--- config.mk ---
export PLATFORM = sky130hd
export DESIGN_NAME = i3c_ccc_router
export DESIGN_NICKNAME = d
export VERILOG_FILES = /design/src/rtl/i3r_pkg.sv /design/src/rtl/i3r_frame_fsm.sv /design/src/rtl/i3r_matcher.sv /design/src/rtl/i3r_first_pick.sv /design/src/rtl/i3c_ccc_router.sv
export SDC_FILE = /design/constraint.sdc
export NUM_CORES = 1
export LEC_CHECK = 0
export ABC_AREA = 1
export BUFFER_PORTS_ARGS = -buffer_cell sky130_fd_sc_hd__buf_2
export CAP_MARGIN = 5
export CORE_MARGIN = 2
export CORE_UTILIZATION = 38
export CTS_BUF_LIST = sky130_fd_sc_hd__clkbuf_8
export DETAILED_ROUTE_END_ITERATION = 7
export HOLD_SLACK_MARGIN = 0.08
export PLACE_DENSITY_LB_ADDON = 0.05
export SETUP_SLACK_MARGIN = 0.05
export SYNTH_ARGS = -nofsm -noshare
export SYNTH_HDL_FRONTEND = slang
export SYNTH_SLANG_ARGS = --single-unit
export TNS_END_PERCENT = 5
--- constraint.sdc ---
create_clock -name clk -period 1.8 [get_ports clk]
set_input_delay 0.54 -clock clk [delete_from_list [all_inputs] [get_ports clk]]
set_output_delay 0.54 -clock clk [all_outputs]
set_load 0.05 [all_outputs]
--- src/rtl/i3r_pkg.sv ---
package i3r_pkg;

    typedef enum logic [1:0] {
        OP_START = 2'd0,
        OP_STOP  = 2'd1,
        OP_WRITE = 2'd2,
        OP_READ  = 2'd3
    } op_e;

    typedef enum logic [2:0] {
        EV_START_WR = 3'd0,
        EV_START_RD = 3'd1,
        EV_WRITE    = 3'd2,
        EV_READ     = 3'd3,
        EV_STOP     = 3'd4
    } ev_e;

    typedef enum logic [2:0] {
        FR_IDLE   = 3'd0,
        FR_PRIV   = 3'd1,
        FR_BCAST  = 3'd2,
        FR_CCC    = 3'd3,
        FR_DIRCCC = 3'd4,
        FR_DAA    = 3'd5
    } frame_e;

endpackage

--- src/rtl/i3r_frame_fsm.sv ---
module i3r_frame_fsm
    import i3r_pkg::*;
#(
    parameter int              DW       = 8,
    parameter logic [DW-1:0]   DAA_CODE = 8'h07
) (
    input  logic          clk,
    input  logic          rst_n,
    input  logic          cmd_valid,
    input  op_e           op,
    input  logic          is_bc,
    input  logic [DW-1:0] wdata,
    output frame_e        frame_q,
    output logic [DW-1:0] code_q,
    output logic          in_cmd,
    output logic          in_daa
);

    frame_e        frame_d;
    logic [DW-1:0] code_d;

    // state register
    always_ff @(posedge clk) begin
        if (!rst_n) begin
            frame_q <= FR_IDLE;
            code_q  <= '0;
        end else begin
            frame_q <= frame_d;
            code_q  <= code_d;
        end
    end

    // next-state logic
    always_comb begin
        frame_d = frame_q;
        code_d  = code_q;
        if (cmd_valid) begin
            unique case (op)
                OP_START: begin
                    unique case (frame_q)
                        FR_DAA:           frame_d = FR_DAA;
                        FR_CCC, FR_DIRCCC: frame_d = is_bc ? FR_BCAST : FR_DIRCCC;
                        default:          frame_d = is_bc ? FR_BCAST : FR_PRIV;
                    endcase
                end
                OP_STOP: begin
                    frame_d = FR_IDLE;
                    code_d  = '0;
                end
                OP_WRITE: begin
                    if (frame_q == FR_BCAST) begin
                        code_d  = wdata;
                        frame_d = (wdata == DAA_CODE) ? FR_DAA : FR_CCC;
                    end
                end
                OP_READ: begin
                end
            endcase
        end
    end

    // state-derived outputs
    always_comb begin
        in_cmd = 1'b0;
        in_daa = 1'b0;
        unique case (frame_q)
            FR_CCC, FR_DIRCCC: in_cmd = 1'b1;
            FR_DAA: begin
                in_cmd = 1'b1;
                in_daa = 1'b1;
            end
            default: begin
            end
        endcase
    end

endmodule

--- src/rtl/i3r_matcher.sv ---
module i3r_matcher #(
    parameter int N_TGT = 4,
    parameter int AW    = 7
) (
    input  logic [AW-1:0]       addr,
    input  logic                is_bc,
    input  logic                in_daa,
    input  logic [N_TGT*AW-1:0] tgt_addr,
    input  logic [N_TGT-1:0]    tgt_has_da,
    output logic [N_TGT-1:0]    hit
);

    for (genvar i = 0; i < N_TGT; i++) begin : g_tgt
        // inside a round only address-less targets answer, and only to broadcast
        assign hit[i] = in_daa ? (is_bc && !tgt_has_da[i])
                               : (is_bc || (tgt_addr[i*AW +: AW] == addr));
    end

endmodule

--- src/rtl/i3r_first_pick.sv ---
module i3r_first_pick #(
    parameter int N_TGT = 4,
    parameter int DW    = 8
) (
    input  logic [N_TGT-1:0]    sel,
    input  logic [N_TGT*DW-1:0] rdata,
    input  logic [N_TGT-1:0]    nack,
    output logic                any,
    output logic [DW-1:0]       first_data,
    output logic                first_nack
);

    always_comb begin
        any        = |sel;
        first_data = '1;
        first_nack = 1'b0;
        // scan from the top so the lowest set index wins
        for (int i = N_TGT - 1; i >= 0; i--) begin
            if (sel[i]) begin
                first_data = rdata[i*DW +: DW];
                first_nack = nack[i];
            end
        end
    end

endmodule

--- src/rtl/i3c_ccc_router.sv ---
module i3c_ccc_router
    import i3r_pkg::*;
#(
    parameter int             N_TGT      = 4,
    parameter int             AW         = 7,
    parameter int             DW         = 8,
    parameter logic [AW-1:0]  BCAST_ADDR = 7'h7E,
    parameter logic [DW-1:0]  DAA_CODE   = 8'h07
) (
    input  logic                clk,
    input  logic                rst_n,
    input  logic                cmd_valid,
    input  logic [1:0]          cmd_op,
    input  logic [AW-1:0]       cmd_addr,
    input  logic                cmd_rnw,
    input  logic [DW-1:0]       cmd_wdata,
    output logic                rsp_valid,
    output logic                rsp_nack,
    output logic [DW-1:0]       rsp_rdata,
    output logic                busy,
    input  logic [N_TGT*AW-1:0] tgt_addr,
    input  logic [N_TGT-1:0]    tgt_has_da,
    input  logic [N_TGT-1:0]    tgt_nack,
    input  logic [N_TGT*DW-1:0] tgt_rdata,
    output logic                tgt_evt_valid,
    output logic [2:0]          tgt_evt_kind,
    output logic [DW-1:0]       tgt_evt_data,
    output logic                tgt_evt_cmd,
    output logic [DW-1:0]       tgt_evt_code,
    output logic [N_TGT-1:0]    tgt_sel
);

    localparam int DIRECT_BIT = DW - 1;
    localparam int ADDR_PAD   = DW - AW;

    op_e              op;
    logic             is_bc;
    frame_e           frame_q;
    logic [DW-1:0]    code_q;
    logic             in_cmd;
    logic             in_daa;
    logic [N_TGT-1:0] hit;
    logic [N_TGT-1:0] match_q;
    logic [N_TGT-1:0] sel_q;
    ev_e              kind_q;
    logic             evt_valid_q;
    logic [DW-1:0]    evt_data_q;
    logic             pick_any;
    logic [DW-1:0]    pick_data;
    logic             pick_nack;
    logic             nack_mask;
    logic             wr_nack_raw;

    assign op    = op_e'(cmd_op);
    assign is_bc = (cmd_addr == BCAST_ADDR);

    i3r_frame_fsm #(
        .DW       (DW),
        .DAA_CODE (DAA_CODE)
    ) u_fsm (
        .clk       (clk),
        .rst_n     (rst_n),
        .cmd_valid (cmd_valid),
        .op        (op),
        .is_bc     (is_bc),
        .wdata     (cmd_wdata),
        .frame_q   (frame_q),
        .code_q    (code_q),
        .in_cmd    (in_cmd),
        .in_daa    (in_daa)
    );

    i3r_matcher #(
        .N_TGT (N_TGT),
        .AW    (AW)
    ) u_match (
        .addr       (cmd_addr),
        .is_bc      (is_bc),
        .in_daa     (in_daa),
        .tgt_addr   (tgt_addr),
        .tgt_has_da (tgt_has_da),
        .hit        (hit)
    );

    i3r_first_pick #(
        .N_TGT (N_TGT),
        .DW    (DW)
    ) u_pick (
        .sel        (sel_q),
        .rdata      (tgt_rdata),
        .nack       (tgt_nack),
        .any        (pick_any),
        .first_data (pick_data),
        .first_nack (pick_nack)
    );

    // event stage: one registered event per accepted operation
    always_ff @(posedge clk) begin
        if (!rst_n) begin
            evt_valid_q <= 1'b0;
            kind_q      <= EV_STOP;
            sel_q       <= '0;
            match_q     <= '0;
            evt_data_q  <= '0;
        end else begin
            evt_valid_q <= cmd_valid;
            if (cmd_valid) begin
                unique case (op)
                    OP_START: begin
                        kind_q     <= cmd_rnw ? EV_START_RD : EV_START_WR;
                        sel_q      <= hit;
                        match_q    <= hit;
                        evt_data_q <= {{ADDR_PAD{1'b0}}, cmd_addr};
                    end
                    OP_STOP: begin
                        kind_q     <= EV_STOP;
                        sel_q      <= in_daa ? {N_TGT{1'b1}} : match_q;
                        match_q    <= '0;
                        evt_data_q <= '0;
                    end
                    OP_WRITE: begin
                        kind_q     <= EV_WRITE;
                        sel_q      <= match_q;
                        evt_data_q <= cmd_wdata;
                    end
                    OP_READ: begin
                        kind_q     <= EV_READ;
                        sel_q      <= match_q;
                        evt_data_q <= '0;
                    end
                endcase
            end
        end
    end

    // broadcast commands never report NACK
    assign nack_mask   = in_cmd && !code_q[DIRECT_BIT];
    assign wr_nack_raw = |(sel_q & tgt_nack);

    // response stage: merge target replies one cycle after the event
    always_ff @(posedge clk) begin
        if (!rst_n) begin
            rsp_valid <= 1'b0;
            rsp_nack  <= 1'b0;
            rsp_rdata <= '1;
        end else begin
            rsp_valid <= evt_valid_q;
            if (evt_valid_q) begin
                unique case (kind_q)
                    EV_START_WR, EV_START_RD: begin
                        rsp_nack  <= ~|sel_q;
                        rsp_rdata <= '1;
                    end
                    EV_WRITE: begin
                        rsp_nack  <= wr_nack_raw && !nack_mask;
                        rsp_rdata <= '1;
                    end
                    EV_READ: begin
                        rsp_nack  <= pick_any && pick_nack && !nack_mask;
                        rsp_rdata <= pick_data;
                    end
                    default: begin
                        rsp_nack  <= 1'b0;
                        rsp_rdata <= '1;
                    end
                endcase
            end
        end
    end

    assign busy          = |match_q;
    assign tgt_evt_valid = evt_valid_q;
    assign tgt_evt_kind  = kind_q;
    assign tgt_evt_data  = evt_data_q;
    assign tgt_evt_cmd   = in_cmd;
    assign tgt_evt_code  = code_q;
    assign tgt_sel       = sel_q;

endmodule

**Word level (Yosys, flattened, before mapping)**

Cells that the tools add are included.

- Bits in registers: 41
- Input bits: 89
- Output and inout port bits: 36
- Logic and storage cells: 93

- Equal/unequal tests: 17
- Multiplexer cells: 30
- Bitwise logic cells: 1
- Reductions and logical operators: 35

Operators with widths:

| operator | count |
|---|---|
| 2-to-1 mux 8 bit | 6 |
| equality test 7 bit | 4 |
| one-hot mux 8 bit (3 select lines) | 1 |
| one-hot mux 8 bit (2 select lines) | 1 |
| equality test 3 x 2 -> 1 bit (second input constant) | 4 |
| one-hot mux 3 bit (4 select lines) | 1 |
| one-hot mux 4 bit (3 select lines) | 1 |
| OR reduction 4 bit | 3 |
| 2-to-1 mux 1 bit | 11 |
| 2-to-1 mux 3 bit | 3 |
| one-hot mux 3 bit (3 select lines) | 1 |
| equality test 8 x 3 -> 1 bit (second input constant) | 1 |
| logical AND 1 bit | 8 |
| one-hot mux 4 bit (2 select lines) | 1 |
| OR reduction 2 bit | 4 |
| equality test 7 bit (second input constant) | 1 |
| zero test 1 bit | 7 |
| equality test 3 bit (second input constant) | 2 |
| one-hot mux 3 bit (2 select lines) | 1 |
| AND reduction 3 bit | 2 |
| AND 4 bit | 1 |
| equality test 2 bit (second input constant) | 2 |
| logical OR 1 bit | 4 |
| 2-to-1 mux 4 bit | 1 |
| other kinds (11) | 12 |

**Longest topological paths before layout**

- Depth in word-level cells: 7
- Gate-level depth with buffers: 12
- Depth with buffers taken out: 12

**Cells and area by module**

A second synthesis with hierarchy kept.

- Cell total of the unflattened synthesis: 502
- Area, all modules: 2915.3 µm²

Modules (own cells, without submodules):

| module | instances | cells each | area an instance (µm²) | sequential area each (µm²) |
|---|---|---|---|---|
| i3c_ccc_router | 1 | 173 | 1325.0 | 600.6 |
| i3r_frame_fsm | 1 | 89 | 619.3 | 220.2 |
| i3r_matcher | 1 | 145 | 573.0 | 0.0 |
| i3r_first_pick | 1 | 95 | 397.9 | 0.0 |

**Least setup slack after synthesis**

Ideal clock, no wire load.

- Kind: input to register
- From: in cmd_op[0]
- To: reg u_fsm.code_q[5]
- Library setup time: 116 ps
- Data arrival time: 1479 ps
- Data required time: 1684 ps
- Slack: 205 ps
- Stages on the path: 9
- Path buffers: 1
- Path through: inv_1 ha_1 buf_4 o21ai_2 nand2_2 nor2_8 inv_2 a21oi_2 nor2_1

- Longest elaborated chain between the ends: 3
- Elaborated cells between the ends (all ways): 6
- Classes of those cells: eq/ne: 3; mux: 1; reduce/logical: 2

RTL lines:

| element | RTL line | text |
|---|---|---|
| from (decl) | i3c_ccc_router.sv:13 | `input logic [1:0] cmd_op,` |
| equality test 2 bit / equality test 2 x 1 -> 1 bit (equally long branches) | i3r_frame_fsm.sv:38 | `unique case (op)` |
| != test 2 x 1 -> 1 bit (no line) / nonzero test 2 bit (equally long branches) | n/a |  |
| AND reduction 3 bit (no line) | n/a |  |
| to (signal assigned) | i3r_frame_fsm.sv:29 | `code_q <= code_d;` |
| to (decl) | i3r_frame_fsm.sv:14 | `output logic [DW-1:0] code_q,` |

Parallel ways exist; a longest one is shown, timed or not.
A chain may end at the register's enable or synchronous reset.

**Worst setup path in the final report**

- From: reg u_fsm.frame_q[2]
- To: out tgt_evt_cmd

- Longest elaborated chain between the ends: 3
- Elaborated cells between the ends (all ways): 5
- Classes of those cells: eq/ne: 3; mux: 1; reduce/logical: 1

RTL lines:

| element | RTL line | text |
|---|---|---|
| from (decl) | i3r_frame_fsm.sv:13 | `output frame_e frame_q,` |
| from (signal assigned) | i3r_frame_fsm.sv:28 | `frame_q <= frame_d;` |
| equality test 3 x 2 -> 1 bit / equality test 3 bit (equally long branches) | i3r_frame_fsm.sv:66 | `unique case (frame_q)` |
| OR reduction 3 bit (no line) * | n/a |  |
| 2-to-1 mux 1 bit * | i3r_frame_fsm.sv:66 |  |
| to (decl) | i3c_ccc_router.sv:28 | `output logic tgt_evt_cmd,` |

Every way passes the cells marked *; elsewhere a longest branch is shown, timed or not.

==> impl_metrics.ini <==
[run_status]
status = finished, final reports clean

[sta]
drv_slew = 0
max_freq_mhz = 589.3
relSlewSlack_pct = 73.43
finalCritPeriodShare_pct = 94.27
hold_violations = 0
worstMarginPinSlew_ns = 0.3981
finalCriticalPeriod_ns = 1.697
setup_tns_ns = 0
finalClockSkew_ns = 0.006726
finalSetupViolCount = 0
rsz0062_at_grt = yes

[critical_path]
critical-path-top-delay-family = flip-flops
start_kind = flop
critPathMaxStageDelay_ns = 0.33
worstPathRequired_ns = 1.26
critPathArrivalTime_ns = 1.16
worst_setup_path_end_kind = output pin
critPathSlowestCell = dfxtp_2
path_class = reg -> out
path_cells = inv_2, nor2_4, o21ai_2, nand2_2, buf_8
cp_max_fo = 2
critPathBufInv = 2

[detailed_routing]
viasPerCell = 4.736
route.detailed.drc = 0
vias = 2894
wire_per_inst_um = 12.70
drt_first_pass_iters = 4
first_iter_violations = 84
ant_nets = 0
routed_wl_um = 7760

[logic_synthesis]
synth.net_count = 485
ys_types = 33
synth-seq-area-share_pct = 30.34
synth_simple_gate_area_share_pct = 26.50
yosys_warnings = 0
syn_area_um2 = 2705
synth_top_family_by_area = simple AND/OR/NAND/NOR gates
synth_fa_ha_area_share_pct = 2.313
synth_seq_cells = 41
netlist_instances = 391
synth.area.mux_share_pct = 0
synth.avg_cell_area_um2 = 6.918
synth_compound_area_share_pct = 21.42
synthXorXnorAreaFrac_pct = 9.066

[min_path]
min_path_type = reg -> reg

[global_routing]
grt_max_degree = 22
grt_pass1_vias = 2777
antenna_found_initial = 0
grt_overflow = 0
grt_pass1_wl_um = 12500
track_usage_pct = 20.29

[placement]
gp_congestion = 0.8456
io_buffer_count = 124
dp_hpwl_um = 6191

[clock_network]
cts_tree = yes
cts.clk_slew.worst_paths_ns = 0.09
clock-sinks = 41
clockBufferDepth = 2
h-tree-depth = 2
cts_root_buf = clkbuf_8
clock_latency_ns = 0.30
cts_buffers = 5

[floorplan]
die_h_um = 88.37
initial_core_util_pct = 39.60
core_area_um2 = 6832
fp.dieW_um = 88.37
die_area_um2 = 7809
ios = 125
row_count = 30

[power]
irDropWorstVdd_mv = 0.3265
leakage_nw = 1.660
p_per_area_nw_per_um2 = 742.8

[layout]
fin_util_pct = 52.20
antenna_cells = 0
nets = 608
drive_gt1_share_pct = 35.15
area_growth_syn_to_layout_pct = 31.82

[flow_run]
cap_violations = 0
-- Yosys cell counts --
| cell type | n | share of area, % |
|---|---|---|
| o211ai_1 | 7 | 1.9 |
| o21ai_2 | 1 | 0.32 |
| o21ai_1 | 7 | 1.3 |
| a21oi_2 | 12 | 3.9 |
| clkbuf_2 | 2 | 0.37 |
| nor4_1 | 2 | 0.46 |
| dfxtp_1 | 41 | 30 |
| inv_1 | 31 | 4.3 |
| nor3b_1 | 1 | 0.28 |
| clkinv_1 | 1 | 0.14 |
| nor3_1 | 1 | 0.18 |
| o221ai_1 | 2 | 0.65 |
| nor2_8 | 1 | 0.74 |
| buf_2 | 4 | 0.74 |
| nand3_1 | 26 | 4.8 |
| a211oi_1 | 1 | 0.28 |
| buf_4 | 6 | 1.7 |
| clkbuf_1 | 5 | 0.69 |
| a211oi_2 | 1 | 0.46 |
| a31oi_1 | 2 | 0.46 |
| buf_6 | 4 | 1.7 |
| xnor2_1 | 28 | 9.1 |
| nor2_1 | 23 | 3.2 |
| a21oi_1 | 28 | 5.2 |
| o22ai_1 | 6 | 1.4 |
| nand2_1 | 99 | 14 |
| nor2_4 | 3 | 1.2 |
| nand4_1 | 1 | 0.23 |
| nand2_2 | 7 | 1.6 |
| clkbuf_8 | 1 | 0.51 |
| ha_1 | 5 | 2.3 |
| o21ai_0 | 30 | 5.6 |
| inv_2 | 2 | 0.28 |
-- cells by family after synthesis --
family,Yosys count
buf+inv,56
flops,41
xor+xnor,28
fa+ha+maj,5
compound gates,97
simple gates,164
-- layout make-up --
| type | count | area (um^2) |
|---|---|---|
| sequential | 41 | 824.5 |
| tap | 96 | 120.1 |
| multi-input combinational | 294 | 1620 |
| timing repair buffer | 138 | 735.7 |
| clock buffer | 5 | 68.82 |
| clock inverter | 3 | 68.82 |
| fill | 764 | 3266 |
| inverter | 34 | 127.6 |
-- placed cells by master (no fill, tap or decap), types with 3 or more instances in the layout --
cell type	count
buf_4	14
clkbuf_8	5
nor2_1	22
inv_2	3
ha_1	5
nand3_1	26
nor2_4	4
o211ai_1	7
o21ai_0	29
dfxtp_1	38
nand2_2	9
a21oi_2	12
a21oi_1	28
o21ai_1	7
nand2_1	97
xnor2_1	28
o22ai_1	6
buf_2	123
inv_1	30
dfxtp_2	3
-- path summary, 6_finish.rpt --
kind	slack [ns]	start	end	depth (start not counted)
max reg2reg	0.38	tgt_sel[1]$_SDFFE_PN0P_	rsp_nack$_SDFFE_PN0P_	11
min	0.46	u_fsm.code_q[4]$_SDFFE_PN0P_	u_fsm.code_q[4]$_SDFFE_PN0P_	2
max	0.10	u_fsm.frame_q[2]$_SDFFE_PN0P_	tgt_evt_cmd	5
min reg2reg	0.46	u_fsm.code_q[4]$_SDFFE_PN0P_	u_fsm.code_q[4]$_SDFFE_PN0P_	2
-- where the power goes --
part / internal (W) / leakage, nW / switching (W)
Clock: 0.000558 / 0.0687 / 0.000351
Sequential: 0.000958 / 0.338 / 0.0000354
Combinational: 0.000276 / 1.25 / 0.000471
Total: 0.00179 / 1.66 / 0.000857
-- worst min-delay path: stages, from the launching register on --
cell	delay, ns
dfxtp_1	0.32
nand2_1	0.06
a21oi_1	0.05
-- what timing repair did --
item	CTS	global route
hold buffers	0	0
setup buffers	1	1
pin swaps	1	2
endpoints found under the setup margin	1	1
gates resized for setup	5	8
endpoints found under the hold margin	0	0
-- stage by stage --
| stage | cells | hold WS [ns] | worst slack [ns] | total power [W] | area (um^2) |
|---|---|---|---|---|---|
| floorplan | 391 | 0.4570 | 0.2051 | 0.001513 | 2705 |
| global placement | 601 | 0.4488 | 0.02274 | 0.001729 | 3383 |
| detailed placement | 601 | 0.4502 | -0.01669 | 0.001736 | 3383 |
| CTS | 610 | 0.4643 | 0.06519 | 0.002661 | 3541 |
| global route | 611 | 0.4831 | 0.03101 | 0.002797 | 3566 |
| finish | 611 | 0.4617 | 0.1031 | 0.002649 | 3566 |
-- per-layer routing --
metal / track usage [%] / part of all wire (%) / wire length, um
met4: 5.234 / 1.2 / 90
met2: 35.41 / 48 / 3712
met5: 0 / 0 / 0
met1: 25.70 / 45 / 3490
met3: 3.918 / 6.0 / 466
-- registers in the layout, summed over array words and instances (netlist names) --
signal	count
rsp_valid	1
match_q	4
u_fsm.frame_q	3
tgt_evt_valid	1
u_fsm.code_q	8
rsp_rdata	8
tgt_sel	4
tgt_evt_kind	3
rsp_nack	1
tgt_evt_data	8
Note: power is estimated with default switching activity, not from simulation.
